`config.mk`:
```
export PLATFORM = sky130hd
export DESIGN_NAME = pred_bcast
export DESIGN_NICKNAME = d
export VERILOG_FILES = /design/src/rtl/pbc_pkg.sv /design/src/rtl/pbc_decode.sv /design/src/rtl/pbc_lane.sv /design/src/rtl/pred_bcast.sv
export SDC_FILE = /design/constraint.sdc
export NUM_CORES = 1
export LEC_CHECK = 0
export BUFFER_PORTS_ARGS = -buffer_cell sky130_fd_sc_hd__clkbuf_2
export CORE_AREA = 2 2 285 287
export DETAILED_ROUTE_END_ITERATION = 10
export DIE_AREA = 0 0 287 289
export SLEW_MARGIN = 20
export SYNTH_ARGS = -nofsm -noshare
export SYNTH_HDL_FRONTEND = slang
export SYNTH_HIERARCHICAL = 1
export SYNTH_SLANG_ARGS = --single-unit
export TNS_END_PERCENT = 100
```
`constraint.sdc`:
```
create_clock -name clk -period 0.86 [get_ports clk]
set_clock_uncertainty 0.2 [all_clocks]
set_input_delay 0.043 -clock clk [delete_from_list [all_inputs] [get_ports clk]]
set_output_delay 0.043 -clock clk [all_outputs]
set_load 0.02 [all_outputs]
```
`src/rtl/pbc_pkg.sv`:
```
package pbc_pkg;
   typedef enum logic [1:0] {
      ESZ_B8  = 2'b00,
      ESZ_B16 = 2'b01,
      ESZ_B32 = 2'b10,
      ESZ_B64 = 2'b11
   } esz_e;

   localparam logic [7:0] OPC_TOP = 8'b00000101;
   localparam logic [8:0] OPC_MID = 9'b101000101;
   localparam logic [4:0] SP_SEL  = 5'd31;

   typedef struct packed {
      logic       legal;
      esz_e       esz;
      logic [2:0] pg;
      logic [4:0] rs;
      logic [4:0] vd;
      logic       use_sp;
   } dec_t;
endpackage

```
`src/rtl/pbc_decode.sv`:
```
module pbc_decode
   import pbc_pkg::*;
(
   input  logic [31:0] insn,
   output dec_t        dec
);
   always_comb begin
      dec.legal  = (insn[31:24] == OPC_TOP) && (insn[21:13] == OPC_MID);
      dec.esz    = esz_e'(insn[23:22]);
      dec.pg     = insn[12:10];
      dec.rs     = insn[9:5];
      dec.vd     = insn[4:0];
      dec.use_sp = (insn[9:5] == SP_SEL);
   end
endmodule

```
`src/rtl/pbc_lane.sv`:
```
module pbc_lane
   import pbc_pkg::*;
#(
   parameter int LANE = 0,
   parameter int PW   = 32
) (
   input  esz_e          esz,
   input  logic [PW-1:0] pred,
   input  logic [63:0]   op,
   input  logic [7:0]    old_b,
   output logic [7:0]    new_b,
   output logic          act
);
   // lead predicate bit of the element that owns this byte, per size
   localparam int LEAD1 = LANE - (LANE % 2);
   localparam int LEAD2 = LANE - (LANE % 4);
   localparam int LEAD3 = LANE - (LANE % 8);
   // byte position inside the element, picks the scalar byte
   localparam int OFS1  = LANE % 2;
   localparam int OFS2  = LANE % 4;
   localparam int OFS3  = LANE % 8;

   if (LANE >= PW) begin : g_bad_lane
      $error("pbc_lane: LANE outside predicate width");
   end

   logic [7:0] src_b;

   always_comb begin
      unique case (esz)
         ESZ_B8:  begin act = pred[LANE];  src_b = op[7:0];           end
         ESZ_B16: begin act = pred[LEAD1]; src_b = op[8*OFS1 +: 8];   end
         ESZ_B32: begin act = pred[LEAD2]; src_b = op[8*OFS2 +: 8];   end
         default: begin act = pred[LEAD3]; src_b = op[8*OFS3 +: 8];   end
      endcase
      new_b = act ? src_b : old_b;
   end
endmodule

```
`src/rtl/pred_bcast.sv`:
```
module pred_bcast
   import pbc_pkg::*;
#(
   parameter int VLEN = 256
) (
   input  logic              clk,
   input  logic              rst_n,
   input  logic              in_valid,
   input  logic [31:0]       in_insn,
   output logic [4:0]        rs_idx,
   output logic [2:0]        pg_idx,
   output logic [4:0]        vd_idx,
   input  logic [63:0]       gpr_data,
   input  logic [63:0]       sp_data,
   input  logic [VLEN/8-1:0] pred_val,
   input  logic [VLEN-1:0]   old_vec,
   output logic              res_valid,
   output logic              res_illegal,
   output logic              res_we,
   output logic [4:0]        res_vd,
   output logic [VLEN-1:0]   res_vec
);
   localparam int NBYTES = VLEN / 8;

   if ((VLEN % 128) != 0 || VLEN < 128) begin : g_bad_vlen
      $error("pred_bcast: VLEN must be a non-zero multiple of 128");
   end

   dec_t              dec;
   logic [63:0]       operand;
   logic [NBYTES-1:0] lane_act;
   logic [VLEN-1:0]   merged;
   logic              any_act;

   pbc_decode u_dec (.insn(in_insn), .dec(dec));

   assign rs_idx  = dec.rs;
   assign pg_idx  = dec.pg;
   assign vd_idx  = dec.vd;
   assign operand = dec.use_sp ? sp_data : gpr_data;

   for (genvar b = 0; b < NBYTES; b++) begin : g_lane
      pbc_lane #(.LANE(b), .PW(NBYTES)) u_lane (
         .esz   (dec.esz),
         .pred  (pred_val),
         .op    (operand),
         .old_b (old_vec[8*b +: 8]),
         .new_b (merged[8*b +: 8]),
         .act   (lane_act[b])
      );
   end

   assign any_act = |lane_act;

   always_ff @(posedge clk or negedge rst_n) begin
      if (!rst_n) begin
         res_valid   <= 1'b0;
         res_illegal <= 1'b0;
         res_we      <= 1'b0;
         res_vd      <= '0;
         res_vec     <= '0;
      end else begin
         res_valid <= in_valid;
         if (in_valid) begin
            res_illegal <= !dec.legal;
            res_we      <= dec.legal && any_act;
            res_vd      <= dec.vd;
            res_vec     <= dec.legal ? merged : old_vec;
         end else begin
            res_illegal <= 1'b0;
            res_we      <= 1'b0;
         end
      end
   end

   p_we_legal_r1: assert property (@(posedge clk) disable iff (!rst_n)
      res_we |-> !res_illegal);
   p_valid_lat_r2: assert property (@(posedge clk) disable iff (!rst_n)
      in_valid |=> res_valid);
   p_idle_quiet_r2: assert property (@(posedge clk) disable iff (!rst_n)
      !in_valid |=> (!res_valid && !res_we && !res_illegal));
   p_noact_hold_r9: assert property (@(posedge clk) disable iff (!rst_n)
      (in_valid && !any_act) |=> (!res_we && res_vec == $past(old_vec)));
   p_illegal_hold_r1: assert property (@(posedge clk) disable iff (!rst_n)
      (in_valid && !dec.legal) |=> (res_illegal && res_vec == $past(old_vec)));
endmodule

```
---- Word-level counts from Yosys, hierarchy flattened ----
Cells that the tools add are included.
operators by class
  equality and inequality tests ........... 5
  multiplexer cells ....................... 71
  reductions and logical operators ........ 8
operators with widths
  operator                                                         number
  8-bit two-way mux                                                35
  256-bit two-way mux                                              1
  64-bit two-way mux                                               1
  8-bit case mux with 2 select lines                               3
  32-bit OR reduction                                              1
  1-bit case mux with 2 select lines                               12
  8-bit case mux with 3 select lines                               1
  1-bit two-way mux                                                14
  1-bit case mux with 3 select lines                               4
  9-bit == test, second input constant                             1
  8-bit by 3-bit == test with 1-bit output, second input constant  1
  5-bit == test, second input constant                             1
  2-bit OR reduction                                               2
  3-bit OR reduction                                               1
  2-bit by 1-bit == test with 1-bit output, second input constant  1
  2-bit == test, second input constant                             1
  1-bit logical AND                                                2
  2-bit zero test                                                  1
  1-bit zero test                                                  1
word-level totals
  flip-flop bits (word level) ............. 264
  input port bits ......................... 451
  output and inout bits ................... 277
  word-level logic and storage cells ...... 89

---- Logic depth before layout (Yosys ltp) ----
Gate-level depths: netlist of the first run.
  word-level depth ........................ 6
  mapped depth ............................ 11
  depth with buffers taken out ............ 8

---- Modules after synthesis ----
Netlist of the first run, hierarchy kept.
modules (own cells, without submodules)
  module                             instances  cells each  area each (um^2)  sequential area each (um^2)
  pred_bcast                         1          1207        13076.3           6606.3
  pbc_lane at g_lane[14].u_lane ...  4          41          410.4             0.0
  pbc_lane at g_lane[15].u_lane ...  4          20          379.1             0.0
  pbc_lane at g_lane[11].u_lane ...  4          41          350.3             0.0
  pbc_lane at g_lane[10].u_lane ...  4          28          289.0             0.0
  pbc_lane at g_lane[21].u_lane ...  3          47          370.4             0.0
  pbc_lane at g_lane[12].u_lane ...  4          20          186.4             0.0
  pbc_lane at g_lane[17].u_lane ...  4          20          165.2             0.0
  pbc_lane at g_lane[0].u_lane ...   4          10          138.9             0.0
  pbc_lane at g_lane[13].u_lane      1          47          369.1             0.0
  pbc_decode                         1          25          180.2             0.0

---- Least setup slack after synthesis of the first run ----
OpenSTA, ideal clock, no wires.
  path kind ............................... input to register
  start point ............................. in in_insn[7]
  end point ............................... reg res_vec[251]
  setup time .............................. 0.137 ns
  arrival time ............................ 2.047 ns
  data required time ...................... 0.523 ns
  setup slack ............................. -1.524 ns
  cell stages on the path ................. 9
  path buffers ............................ 2
  path through ............................ nand3_1 nor2_1 buf_2 buf_2 mux2_2 mux4_1 mux2_4 mux2i_1 a21oi_1
RTL lines
  what                  line              RTL
  from (decl)           pred_bcast.sv:9   input logic [31:0] in_insn,
  to (signal assigned)  pred_bcast.sv:68  res_vec <= dec.legal ? merged : old_vec;
  to (decl)             pred_bcast.sv:21  output logic [VLEN-1:0] res_vec

==> run summary, run 1 <==
The area of the mapped netlist is 22,400 um2. The cell area after placement came out at 29,300 um2. The top achievable clock speed came out at 525 MHz.

The die area came out at 82,900 um2. The number of hold violations in the final report came to 222. The number of antenna violations at the first check in global routing came to 33. STA classifies the critical path endpoint as a register. The synthesized net count is 2,599. The cell area after layout came out at 38,500 um2. The proportion of layout cells with a drive suffix above 1 is 49.8%. Relative to the synthesized area, the layout overhead comes to 71.8%. The number of warnings printed during yosys synthesis came out at 6.

The die span in x came out at 287 um. The detailed placer's ending HPWL is 96,700 um. The register-to-register path setup slack is -0.24 ns.

The number of buffers between clock root and the deepest sink is 3. The deepest level of the CTS H-tree is 2. The required time of the critical path came out at 1.12 ns.

The total clock sinks is 264. The leakage power of the design is 16.6 nW. The met1 routing resource usage after global routing is 38.8%.

The post-layout total power came out at 50.8 mW. The busiest metal layer after global routing is met2. The final setup violation count came out at 794. The remaining max-slew budget at the tightest pin came out at 36.2%. The number of global-route vias before repair came out at 23.5k.

The count of nets after finishing came out at 3,989. The endpoint identified for the worst register-to-register timing path is res_vd[4]. The count of unique library cells instantiated by Yosys came out at 48. The cell count of the worst hold path is 2.

The global-route wire length before repair came out at 173,000 um. The fraction of the cycle the final worst path needs came out at 222%. The number of iterations in the first detailed-routing pass is 5. The final hold slack came out at -0.244 ns. Counting flops with a built-in enable in the synthesized netlist gives 0. The number of cells traversed by the worst register-to-register path came out at 2.

The data arrival time of the critical path came out at 2.16 ns. The worst min-delay path startpoint is in_valid. The congestion estimate from routability-driven global placement came to 0.933. TritonCTS built the clock tree. The insertion delay of the later-clocked pin in the worst-skew pair is 0.56 ns.

The number of buffer cells added on primary ports is 721. The met3 usage in global routing came out at 7.60%. The global routing usage summed across all routing layers came out at 29.2%. The area fraction of the dominant cell type after synthesis came out at 29.5%.

The number of I/O pins came out at 728. The starting DRC count in detailed routing is 2,151. The initial utilization of the core area, before any placement, comes to 28.1%. The count of nets left with antenna violations once routing finished came out at 0. The run finished, with violations left.

The die height came out at 289 um. In the routed layout, each cell is associated on average with a via count of 5.38. The category of the most critical setup path is in2reg. CTS placed an instance of sky130_fd_sc_hd__clkbuf_16 at the clock tree root. The worst hold path belongs to the class in2reg.

For this block, the routed nets add up to 131,000 um of wire. In the routed design, unresolved DRC markers number 0. The final reports fail on hold timing, setup timing. The power density relative to cell area is 1320 nW/um2.

The maximum net fanout on the critical path came out at 7. Timing analysis after detailed placement gives a worst setup slack of -1.71 ns. The clock buffer count from CTS came out at 38. For met2 alone, demand over resource in global routing was 44.3%.

The number of cells produced by synthesis came out at 2,140. The worst path in the final design needs a cycle of 1.91 ns, including I/O delays and setup. The dominant synthesized flop cell is sky130_fd_sc_hd__dfrtp_1. Synthesis inferred 264 register bits. By area the synthesized netlist is led by sky130_fd_sc_hd__dfrtp_1 29%, sky130_fd_sc_hd__mux2i_1 20%, sky130_fd_sc_hd__a21oi_1 5.8%, sky130_fd_sc_hd__mux2_4 4.6%, sky130_fd_sc_hd__nor2_1 4.4%. The total area inside the core boundary comes to 79,900 um2. The average instance area after synthesis is 10.5 um2. The synthesized design spends more area on one cell type than any other, namely sky130_fd_sc_hd__dfrtp_1. Global routing finished with a remaining overflow of 0. The async set or reset register ratio after synthesis is 100%. For this block, the via count after detailed routing is 25.0k. The pin count of the biggest net entering global routing is 59. The worst register-to-register path begins at res_vd[4]. At the pin with the least slew margin, the transition time is 0.954 ns. The number of max-cap violations came out at 0. The standard-cell row count came out at 104. STA classifies the critical path startpoint as a primary input. Setup repair after global routing could not meet its margin everywhere. The clock slew seen by the registers of the worst setup and hold paths is 0.06 ns. For hold timing, the worst endpoint is res_valid. Across the VDD grid, the largest voltage drop is 1090 uV.

The routed length per instance is 28.1 um. The max-slew violation count came out at 0. The minimum setup slack in the final design is -1.05 ns. The register area share after synthesis is 29.5%.
-- where the power goes --
part	switching (mW)	internal, mW	total [mW]
clock	6.85	9.75	16.6
sequential	0.992	13.6	14.5
combinational	9.77	9.86	19.6
-- routing by layer --
metal  share of wire [%]  vias up
li1                    -    10920
met1                  41    12240
met5               0.049        -
met4                 5.6       10
met2                  43     1424
met3                 9.8      365
-- cell usage after synthesis (all sizes together), types with 36 or more instances --
master,number
mux2i,452
dfrtp,264
nor2,261
a21oi,260
buf,178
mux2,137
o221a,64
o22a,64
nand2,47
nand3,38
mux4,36
o21a,36
-- placed cells by master, fill, tap and decap left out, types with 21 or more instances in the layout --
| cell type | count |
|---|---|
| sky130_fd_sc_hd__a22oi_2 | 28 |
| sky130_fd_sc_hd__buf_8 | 27 |
| sky130_fd_sc_hd__clkbuf_16 | 42 |
| sky130_fd_sc_hd__nand3_1 | 36 |
| sky130_fd_sc_hd__mux2i_4 | 21 |
| sky130_fd_sc_hd__mux2i_1 | 406 |
| sky130_fd_sc_hd__a211oi_2 | 32 |
| sky130_fd_sc_hd__nor3_1 | 32 |
| sky130_fd_sc_hd__buf_12 | 102 |
| sky130_fd_sc_hd__buf_4 | 380 |
| sky130_fd_sc_hd__mux4_2 | 36 |
| sky130_fd_sc_hd__diode_2 | 26 |
| sky130_fd_sc_hd__o22ai_2 | 25 |
| sky130_fd_sc_hd__buf_6 | 316 |
| sky130_fd_sc_hd__nand2_1 | 37 |
| sky130_fd_sc_hd__o22a_1 | 64 |
| sky130_fd_sc_hd__nor2_1 | 260 |
| sky130_fd_sc_hd__dfrtp_1 | 251 |
| sky130_fd_sc_hd__a21oi_1 | 256 |
| sky130_fd_sc_hd__dlygate4sd3_1 | 265 |
| sky130_fd_sc_hd__mux2_4 | 133 |
| sky130_fd_sc_hd__o221a_1 | 64 |
| sky130_fd_sc_hd__o221ai_2 | 32 |
| sky130_fd_sc_hd__or2b_1 | 32 |
| sky130_fd_sc_hd__mux2i_2 | 25 |
| sky130_fd_sc_hd__o21a_1 | 36 |
| sky130_fd_sc_hd__clkbuf_2 | 449 |
-- area by class of cell --
class	instances	area, um2
sequential	264	6620
clock inverter	16	205
fill	7177	41400
timing repair buffer	1558	14300
antenna	26	65.1
tap	1060	1330
multi-input combinational	1656	14900
clock buffer	49	1040
inverter	12	55.1
-- how the worst max path moves through the flow --
stage | slack (ns) | endpoint | start | cells past startpoint
6_report | -1.05 | res_vec[253] | in_insn[7] | 11
3_3_place_gp | -1.76 | res_we | in_insn[22] | 10
2_1_floorplan | -1.30 | res_vec[251] | in_insn[7] | 9
4_1_cts | -0.97 | res_vec[122] | in_insn[5] | 12
3_5_place_dp | -1.71 | res_we | in_insn[22] | 10
5_1_grt | -1.08 | res_vec[253] | in_insn[7] | 11
-- through the flow --
stage | std cells | util [%] | hold WS, ns | setup TNS, ns
floorplan | 2140 | - | -0.453 | -246.69
global placement | 4094 | 36.7 | -0.320 | -379.79
detailed placement | 4094 | 36.7 | -0.326 | -390.13
CTS | 4498 | 44.2 | -0.291 | -419.81
global route | 4633 | 48.2 | -0.258 | -448.51
finish | 4641 | 48.2 | -0.244 | -421.57
-- cells by family after synthesis --
logic type | Yosys count | share of synthesized area (%)
AND/OR/NAND/NOR | 449 | 9.74
adder cells (fa/ha/maj) | 8 | 0.447
buffers and inverters | 221 | 8.28
flip-flops | 264 | 29.5
AO/OA/AOI/OAI | 573 | 19.5
multiplexers | 625 | 32.6
-- sequential cells by signal, summed over array words and instances (netlist names) --
| register | cells |
|---|---|
| res_illegal | 1 |
| res_we | 1 |
| res_vd | 5 |
| res_valid | 1 |
| res_vec | 256 |
-- what timing repair did --
item	4_1_cts	5_1_grt
pin swaps	150	196
hold buffers	264	2
gates cloned	16	4
endpoints found under the setup margin	527	794
gates resized for setup	257	1015
setup buffers	60	141
endpoints found under the hold margin	531	492
-- worst max-delay path, stage by stage --
cell and delay [ns]:
sky130_fd_sc_hd__buf_8 0.08, sky130_fd_sc_hd__nand3_4 0.09, sky130_fd_sc_hd__nor2_4 0.14, sky130_fd_sc_hd__buf_12 0.15
sky130_fd_sc_hd__buf_12 0.13, sky130_fd_sc_hd__buf_16 0.15, sky130_fd_sc_hd__mux2_4 0.36, sky130_fd_sc_hd__mux4_2 0.46
sky130_fd_sc_hd__mux2_4 0.27, sky130_fd_sc_hd__mux2i_1 0.18, sky130_fd_sc_hd__a21oi_1 0.09
Power figures use the tool's default switching activity.
==> run 2: changes to the inputs <==
--- a/config.mk
+++ b/config.mk
@@ -6,9 +6,12 @@
 export NUM_CORES = 1
 export LEC_CHECK = 0
 export BUFFER_PORTS_ARGS = -buffer_cell sky130_fd_sc_hd__clkbuf_2
-export CORE_AREA = 2 2 285 287
+export CELL_PAD_IN_SITES_DETAIL_PLACEMENT = 0
+export CELL_PAD_IN_SITES_GLOBAL_PLACEMENT = 1
+export CORE_AREA = 2 2 284 286
 export DETAILED_ROUTE_END_ITERATION = 10
-export DIE_AREA = 0 0 287 289
+export DIE_AREA = 0 0 286 288
+export PLACE_DENSITY_LB_ADDON = 0.1
 export SLEW_MARGIN = 20
 export SYNTH_ARGS = -nofsm -noshare
 export SYNTH_HDL_FRONTEND = slang
==> run summary, run 2 (synthesis results as in run 1) <==
The top achievable clock speed is 528 MHz. The number of hold violations in the final report is 69. The required time of the critical path came out at 1.10 ns. Of the available clock period, the critical path in the final layout requires 220%. The clock passes through at most 3 buffers. The total clock sinks came out at 264. Pin placement for this block handled 728 I/O pins.

The run finished, with violations left. For this run, the slowest stage of the critical path takes 0.51 ns. The critical path is of the in2reg type. The global routing usage summed across all routing layers is 30.6%.

The pre-CTS worst setup slack came out at -1.73 ns. The max-slew violation count came out at 0. Ranked by flip-flop count, first place goes to res_vec.

The standard-cell row count is 104. The setup total negative slack came out at -361.15 ns. The most frequent cell on the critical path is sky130_fd_sc_hd__mux2_4. The global-route wire length before repair is 181,000 um. After global routing the overflow that remains totals 0. Leaving out fill and tap cells, the most frequent cells in the layout are 712 x sky130_fd_sc_hd__clkbuf_2, 398 x sky130_fd_sc_hd__mux2i_1, 312 x sky130_fd_sc_hd__buf_4, 264 x sky130_fd_sc_hd__dlygate4sd3_1, 260 x sky130_fd_sc_hd__nor2_1. The worst setup path is launched from a primary input. The tightest min-delay check is of the in2reg type.

The number of max-cap violations is 0. At the worst endpoint, the arrival time is 2.14 ns. The H-tree was split into 2 levels. The routability congestion estimate is 0.885. Of the cells placed in the final design, the portion with a size suffix greater than 1 is 47.9%. The starting density of the core is 28.1%. The buffer cell driving the clock tree root is sky130_fd_sc_hd__clkbuf_16.

The total routed wirelength came out at 133,000 um. The pin slew with the least headroom to its limit is 0.838 ns. Leaving out fill and tap cells, the most frequent cell in the layout is sky130_fd_sc_hd__clkbuf_2. The register with the most flip-flops in the layout has 256 of them. The routed length per instance came out at 29.3 um.

The clock slew seen by the registers of the worst setup and hold paths is 0.06 ns. The area of the placeable core came out at 79,600 um2. The final design utilization is 45.3%. The starting DRC count in detailed routing came out at 1,915. The detailed placer's ending HPWL came out at 100,000 um. The pin count of the biggest net entering global routing is 54. The die area came out at 82,400 um2. The slowest cell on the critical path is sky130_fd_sc_hd__mux4_2. The number of iterations in the first detailed-routing pass came out at 8. The maximum net fanout on the critical path is 9. The floorplan step set the die height to 288 um. The family with the most delay on the worst path is multiplexers.

The detail route stage leaves a number of antenna-violating nets equal to 0. The number of global-route vias before repair came to 24.1k. The post-layout total power came out at 48.8 mW. STA classifies the critical path endpoint as a register. The minimum setup slack in the final design is -1.04 ns.

The number of antenna violations at the first check in global routing is 24. The power density relative to cell area is 1350 nW/um2. The count of nets after finishing is 3,898. In the final layout, the registers with the most flip-flops are res_vec (256), res_vd (5). At the later pin of the worst-skew pair, clock insertion delay measures 0.56 ns. The number of buffer cells added on primary ports is 721. Together, buffers and inverters on the worst path number 3.

The critical path goes through buf_8 > nand3_4 > nor2_4 > buf_6 > buf_16 > mux2_4 > mux4_2 > mux2_4 > mux2i_1 > a21oi_1. The number of vias in the routed layout is 24.3k. The number of remaining DRC errors came out at 0.

Setup repair after global routing could not meet its margin everywhere. The maximum vdd drop came out at 1150 uV. Clock tree synthesis inserted a total of 39 buffers. The synthesis-to-finish area growth came out at 60.9%.

The final setup violation count is 531. The remaining max-slew budget at the tightest pin came out at 43.9%. The final reports fail on hold timing, setup timing. The ratio of routed vias to standard cells is 5.36. The die span in x is 286 um. The final hold slack came out at -0.260 ns. The leakage power of the design came out at 15.7 nW.

TritonCTS built the clock tree. The time the final worst path needs with I/O delays and setup is 1.90 ns.
[run 2: path summary, 6_finish.rpt]
path / from / slack (ns) / to / cells after the start
setup / recovery: in_insn[7] / -1.04 / res_vec[253] / 10
hold / removal: old_vec[80] / -0.26 / res_vec[80] / 4
setup reg to reg: res_vec[58] / -0.19 / res_vec[58] / 2
hold reg to reg: res_vd[4] / 0.31 / res_vd[4] / 1
max in group asynchronous: rst_n / 0.18 / res_vec[132] / 4
min in group asynchronous: rst_n / -0.16 / res_vec[205] / 3
[run 2: through the flow]
| stage | hold WS [ns] | instance area, um2 | cells |
|---|---|---|---|
| floorplan | -0.453 | 22500 | 2140 |
| global placement | -0.174 | 29100 | 4077 |
| detailed placement | -0.176 | 29100 | 4077 |
| CTS | -0.472 | 34900 | 4479 |
| global route | -0.251 | 36000 | 4541 |
| finish | -0.260 | 36100 | 4543 |
[run 2: per-layer routing]
layer / global-route usage (%) / wire length (um) / vias up
met1: 43.5 / 60200 / 12256
li1: - / - / 10719
met5: 0 / 34 / -
met4: 9.01 / 4270 / 6
met3: 4.77 / 9310 / 207
met2: 47.6 / 59300 / 1158
[run 2: repair_timing]
action	CTS	global route
gates cloned	12	13
setup buffers	64	40
resized for setup	201	126
hold endpoints to repair	531	287
endpoints found under the setup margin	527	530
pin swaps	94	62
hold buffers	261	3
[run 2: power by group]
part | internal (mW) | switching [mW]
Combinational | 8.06 | 9.57
Clock | 9.95 | 6.77
Sequential | 13.5 | 0.869
[run 2: layout make-up]
cell class	count	area, um2
Fill cell	7816	43600
Multi-Input combinational cell	1655	14800
Timing Repair Buffer	1467	12000
Sequential cell	264	6610
Tap cell	1060	1330
Clock buffer	54	1150
Clock inverter	16	138
Inverter	12	57.6
Antenna cell	15	37.5
[run 2: tightest hold or removal path: cells and delay by family]
family | cells | cell delay (ns)
buf+inv | 2 | 0.23
compound gates | 1 | 0.14
mux | 1 | 0.06
==> run 3: changes to the inputs <==
--- a/config.mk
+++ b/config.mk
@@ -11,6 +11,7 @@
 export CORE_AREA = 2 2 284 286
 export DETAILED_ROUTE_END_ITERATION = 10
 export DIE_AREA = 0 0 286 288
+export MAX_ROUTING_LAYER = met4
 export PLACE_DENSITY_LB_ADDON = 0.1
 export SLEW_MARGIN = 20
 export SYNTH_ARGS = -nofsm -noshare
==> run summary, run 3 (synthesis results as in run 1) <==
The maximum vdd drop is 992 uV. The number of I/O pins is 728. The met1 routed wirelength after detailed routing came out at 61,200 um. Summed over all nets, the switching power comes to 17.8 mW. The proportion of layout cells with a drive suffix above 1 is 50.8%.

The clock drives 264 sinks. The clock slew seen by the registers of the worst setup and hold paths is 0.07 ns. Of the total power, the clock network draws 33.0%.

The remaining max-slew budget at the tightest pin is 62.0%. The minimum setup slack in the final design is -0.955 ns. The clock buffer count from CTS is 38. Setup repair after global routing could not meet its margin everywhere. The tool flagged a number of max-cap violations equal to 0. Setup violations remaining at the end of the flow were counted as 527. The checks that failed: hold timing, setup timing. The final hold slack is -0.694 ns.

The length of routed met2 wiring is 61,200 um. The deepest level of the CTS H-tree came out at 2. The stage delay of the slowest cell on the critical path came out at 0.53 ns.

The cell area after placement came out at 29,200 um2. In this run the deepest clock path goes through 3 buffers. The routability congestion estimate is 0.930. The leakage power of the design is 16.9 nW.

The ratio of routed vias to standard cells is 5.34. Entering global routing, the biggest net connects 54 pins. The routed length per instance is 29.4 um. The number of iterations in the first detailed-routing pass came out at 6. The pin slew with the least headroom to its limit came out at 0.569 ns. Per report_power, the combinational group accounts for 38.7% of the total. Leaving out fill and tap cells, the most frequent cell in the layout is sky130_fd_sc_hd__clkbuf_2. Ranked by flip-flop count, first place goes to res_vec.

The detailed router used layers up to and including met4. The element type at the critical path start is a primary input. For this run, design rule violations remaining after detail routing come to 0. The die height came out at 288 um. Once detail routing completed, the nets flagged for antenna violations numbered 0. The detailed placer's ending HPWL is 104,000 um. For this design the ratio of total power to cell area is 1330 nW/um2.

The count of buffers added on input and output ports is 721. STA classifies the critical path endpoint as a register. The die area came out at 82,400 um2. The register-to-register path setup slack is -0.25 ns. The category of the most critical setup path is in2reg. The number of cells on the worst reg-to-reg path is 4.

The data arrival time of the critical path is 2.09 ns. The leftover overflow at the end of global routing came out at 0. The critical path depth in cells came out at 10. The post-route non-filler standard cell count came out at 4,651. The hold buffer count at cts came out at 262. Summing over every cut layer, the via total after detailed routing is 24.8k.

The startpoint identified for the worst register-to-register timing path is res_vec[223]. Among cell families on the critical path, the largest total delay comes from multiplexers. Compared with the post-synthesis result, the final layout area differs by 74.5%. The sequential power share came out at 28.3%.

The number of global-route vias before repair was 24.1k. The routed design has 137,000 um of wire. The largest registers in the layout are res_vec (256), res_vd (5). After layout, the design draws a total of 51.9 mW. The worst register-to-register path ends at res_vec[223].

The first global-routing pass estimated 182,000 um of wire. The area of the placeable core came out at 79,600 um2. The switching portion of total power is 34.4%. The die span in x came out at 286 um. Once layout is done, the placed cells without fillers occupy 39,100 um2.

The insertion delay of the later-clocked pin in the worst-skew pair is 0.56 ns. The maximum net fanout on the critical path is 9. The internal power component came out at 34.0 mW.

The starting density of the core is 28.1%. The fraction of the cycle the final worst path needs came out at 211%. The number of hold violations in the final report is 511.

The placed instance count came out at 4,084. The wire length on met3 is 9670 um. CTS placed an instance of sky130_fd_sc_hd__clkbuf_16 at the clock tree root. The buffer and inverter count on the worst path is 3. The count of nets after finishing is 4,000. The standard-cell row count is 104. The number of antenna violations at the first check in global routing came out at 28. Adding up every negative setup slack in the final design gives -338.41 ns.

The source of the critical timing path is in_insn[5]. TritonCTS built the clock tree. In this run the worst setup path terminates at res_vec[60]. The time the final worst path needs with I/O delays and setup came out at 1.81 ns.

For this block, the initial DRC count from the detailed router was 1,854. The register with the most flip-flops in the layout has 256 of them. The path class of the tightest hold or removal check is in2async. Traced cell by cell, the critical path runs through buf_8 > nand3_4 > nor2_4 > buf_12 > buf_16 > mux2_2 > mux4_2 > mux2_4 > mux2i_1 > a21oi_1.

Timing would allow up to 551 MHz. The slowest stage of the critical path is the sky130_fd_sc_hd__mux4_2 cell. The max-slew violation count is 0. The top cell types in the final layout, fill and taps aside, are 447 x sky130_fd_sc_hd__clkbuf_2, 395 x sky130_fd_sc_hd__buf_4, 390 x sky130_fd_sc_hd__mux2i_1, 260 x sky130_fd_sc_hd__nor2_1, 258 x sky130_fd_sc_hd__dlygate4sd3_1.

In the global route stage, overall resource usage came out at 31.8%. The required time of the critical path came out at 1.14 ns. The flow ran to the end, but the final reports show violations.
[run 3: changes by cell type in the layout (fill, tap and decap cells not counted), moves of 8 or more]
cell,change
sky130_fd_sc_hd__clkbuf_2,-265
sky130_fd_sc_hd__buf_6,+204
sky130_fd_sc_hd__buf_4,+83
sky130_fd_sc_hd__buf_8,+52
sky130_fd_sc_hd__clkbuf_8,+39
sky130_fd_sc_hd__o22ai_1,-21
sky130_fd_sc_hd__dfrtp_1,-15
sky130_fd_sc_hd__dfrtp_2,+15
sky130_fd_sc_hd__o22ai_2,+11
sky130_fd_sc_hd__o22ai_4,+10
sky130_fd_sc_hd__buf_12,-8
sky130_fd_sc_hd__mux2i_1,-8
[run 3: what timing repair did]
action | in CTS | in global routing
cloned | 9 | 15
pin swaps | 43 | 163
setup buffers | 78 | 133
resized for setup | 442 | 766
endpoints found under the setup margin | 527 | 531
hold endpoints to repair | 531 | 508
[run 3: through the flow]
step           utilization, %  worst slack (ns)
6_report                 49.1            -0.955
5_1_grt                  49.1            -0.996
4_1_cts                  45.1            -0.963
3_5_place_dp             36.6             -1.73
3_3_place_gp             36.6             -1.78
2_1_floorplan               -             -1.30
[run 3: worst min-delay path by stage]
stage                         from  cells after the start           end  slack [ns]
after floorplan              rst_n                      0   res_illegal       -0.45
after global placement       rst_n                      1  res_vec[198]       -0.31
after detailed placement     rst_n                      1  res_vec[195]       -0.31
after CTS                 in_valid                      3  res_vec[130]       -0.30
after global routing         rst_n                      2  res_vec[198]       -0.69
final                        rst_n                      2  res_vec[198]       -0.69
[run 3: layout make-up]
cell class / count / area (um2)
Timing Repair Buffer: 1570 / 14600
Clock buffer: 51 / 1040
Antenna cell: 21 / 52.6
Clock inverter: 18 / 262
Inverter: 12 / 55.1
Tap cell: 1060 / 1330
Multi-Input combinational cell: 1655 / 15100
Sequential cell: 264 / 6630
Fill cell: 7529 / 40500
[run 3: power by group through the flow]
stage               sequential, mW  combinational [mW]  clock [mW]
floorplan                     15.7                6.83           0
global placement              14.6                15.1           0
detailed placement            14.6                15.1           0
CTS                           14.5                17.8        17.5
global route                  14.8                21.0        17.9
finish                        14.7                20.1        17.1
[run 3: routing by layer]
metal / global-route usage (%) / vias up
li1: - / 10931
met1: 43.4 / 12547
met4: 9.50 / 0
met2: 48.3 / 1140
met5: - / -
met3: 4.93 / 205
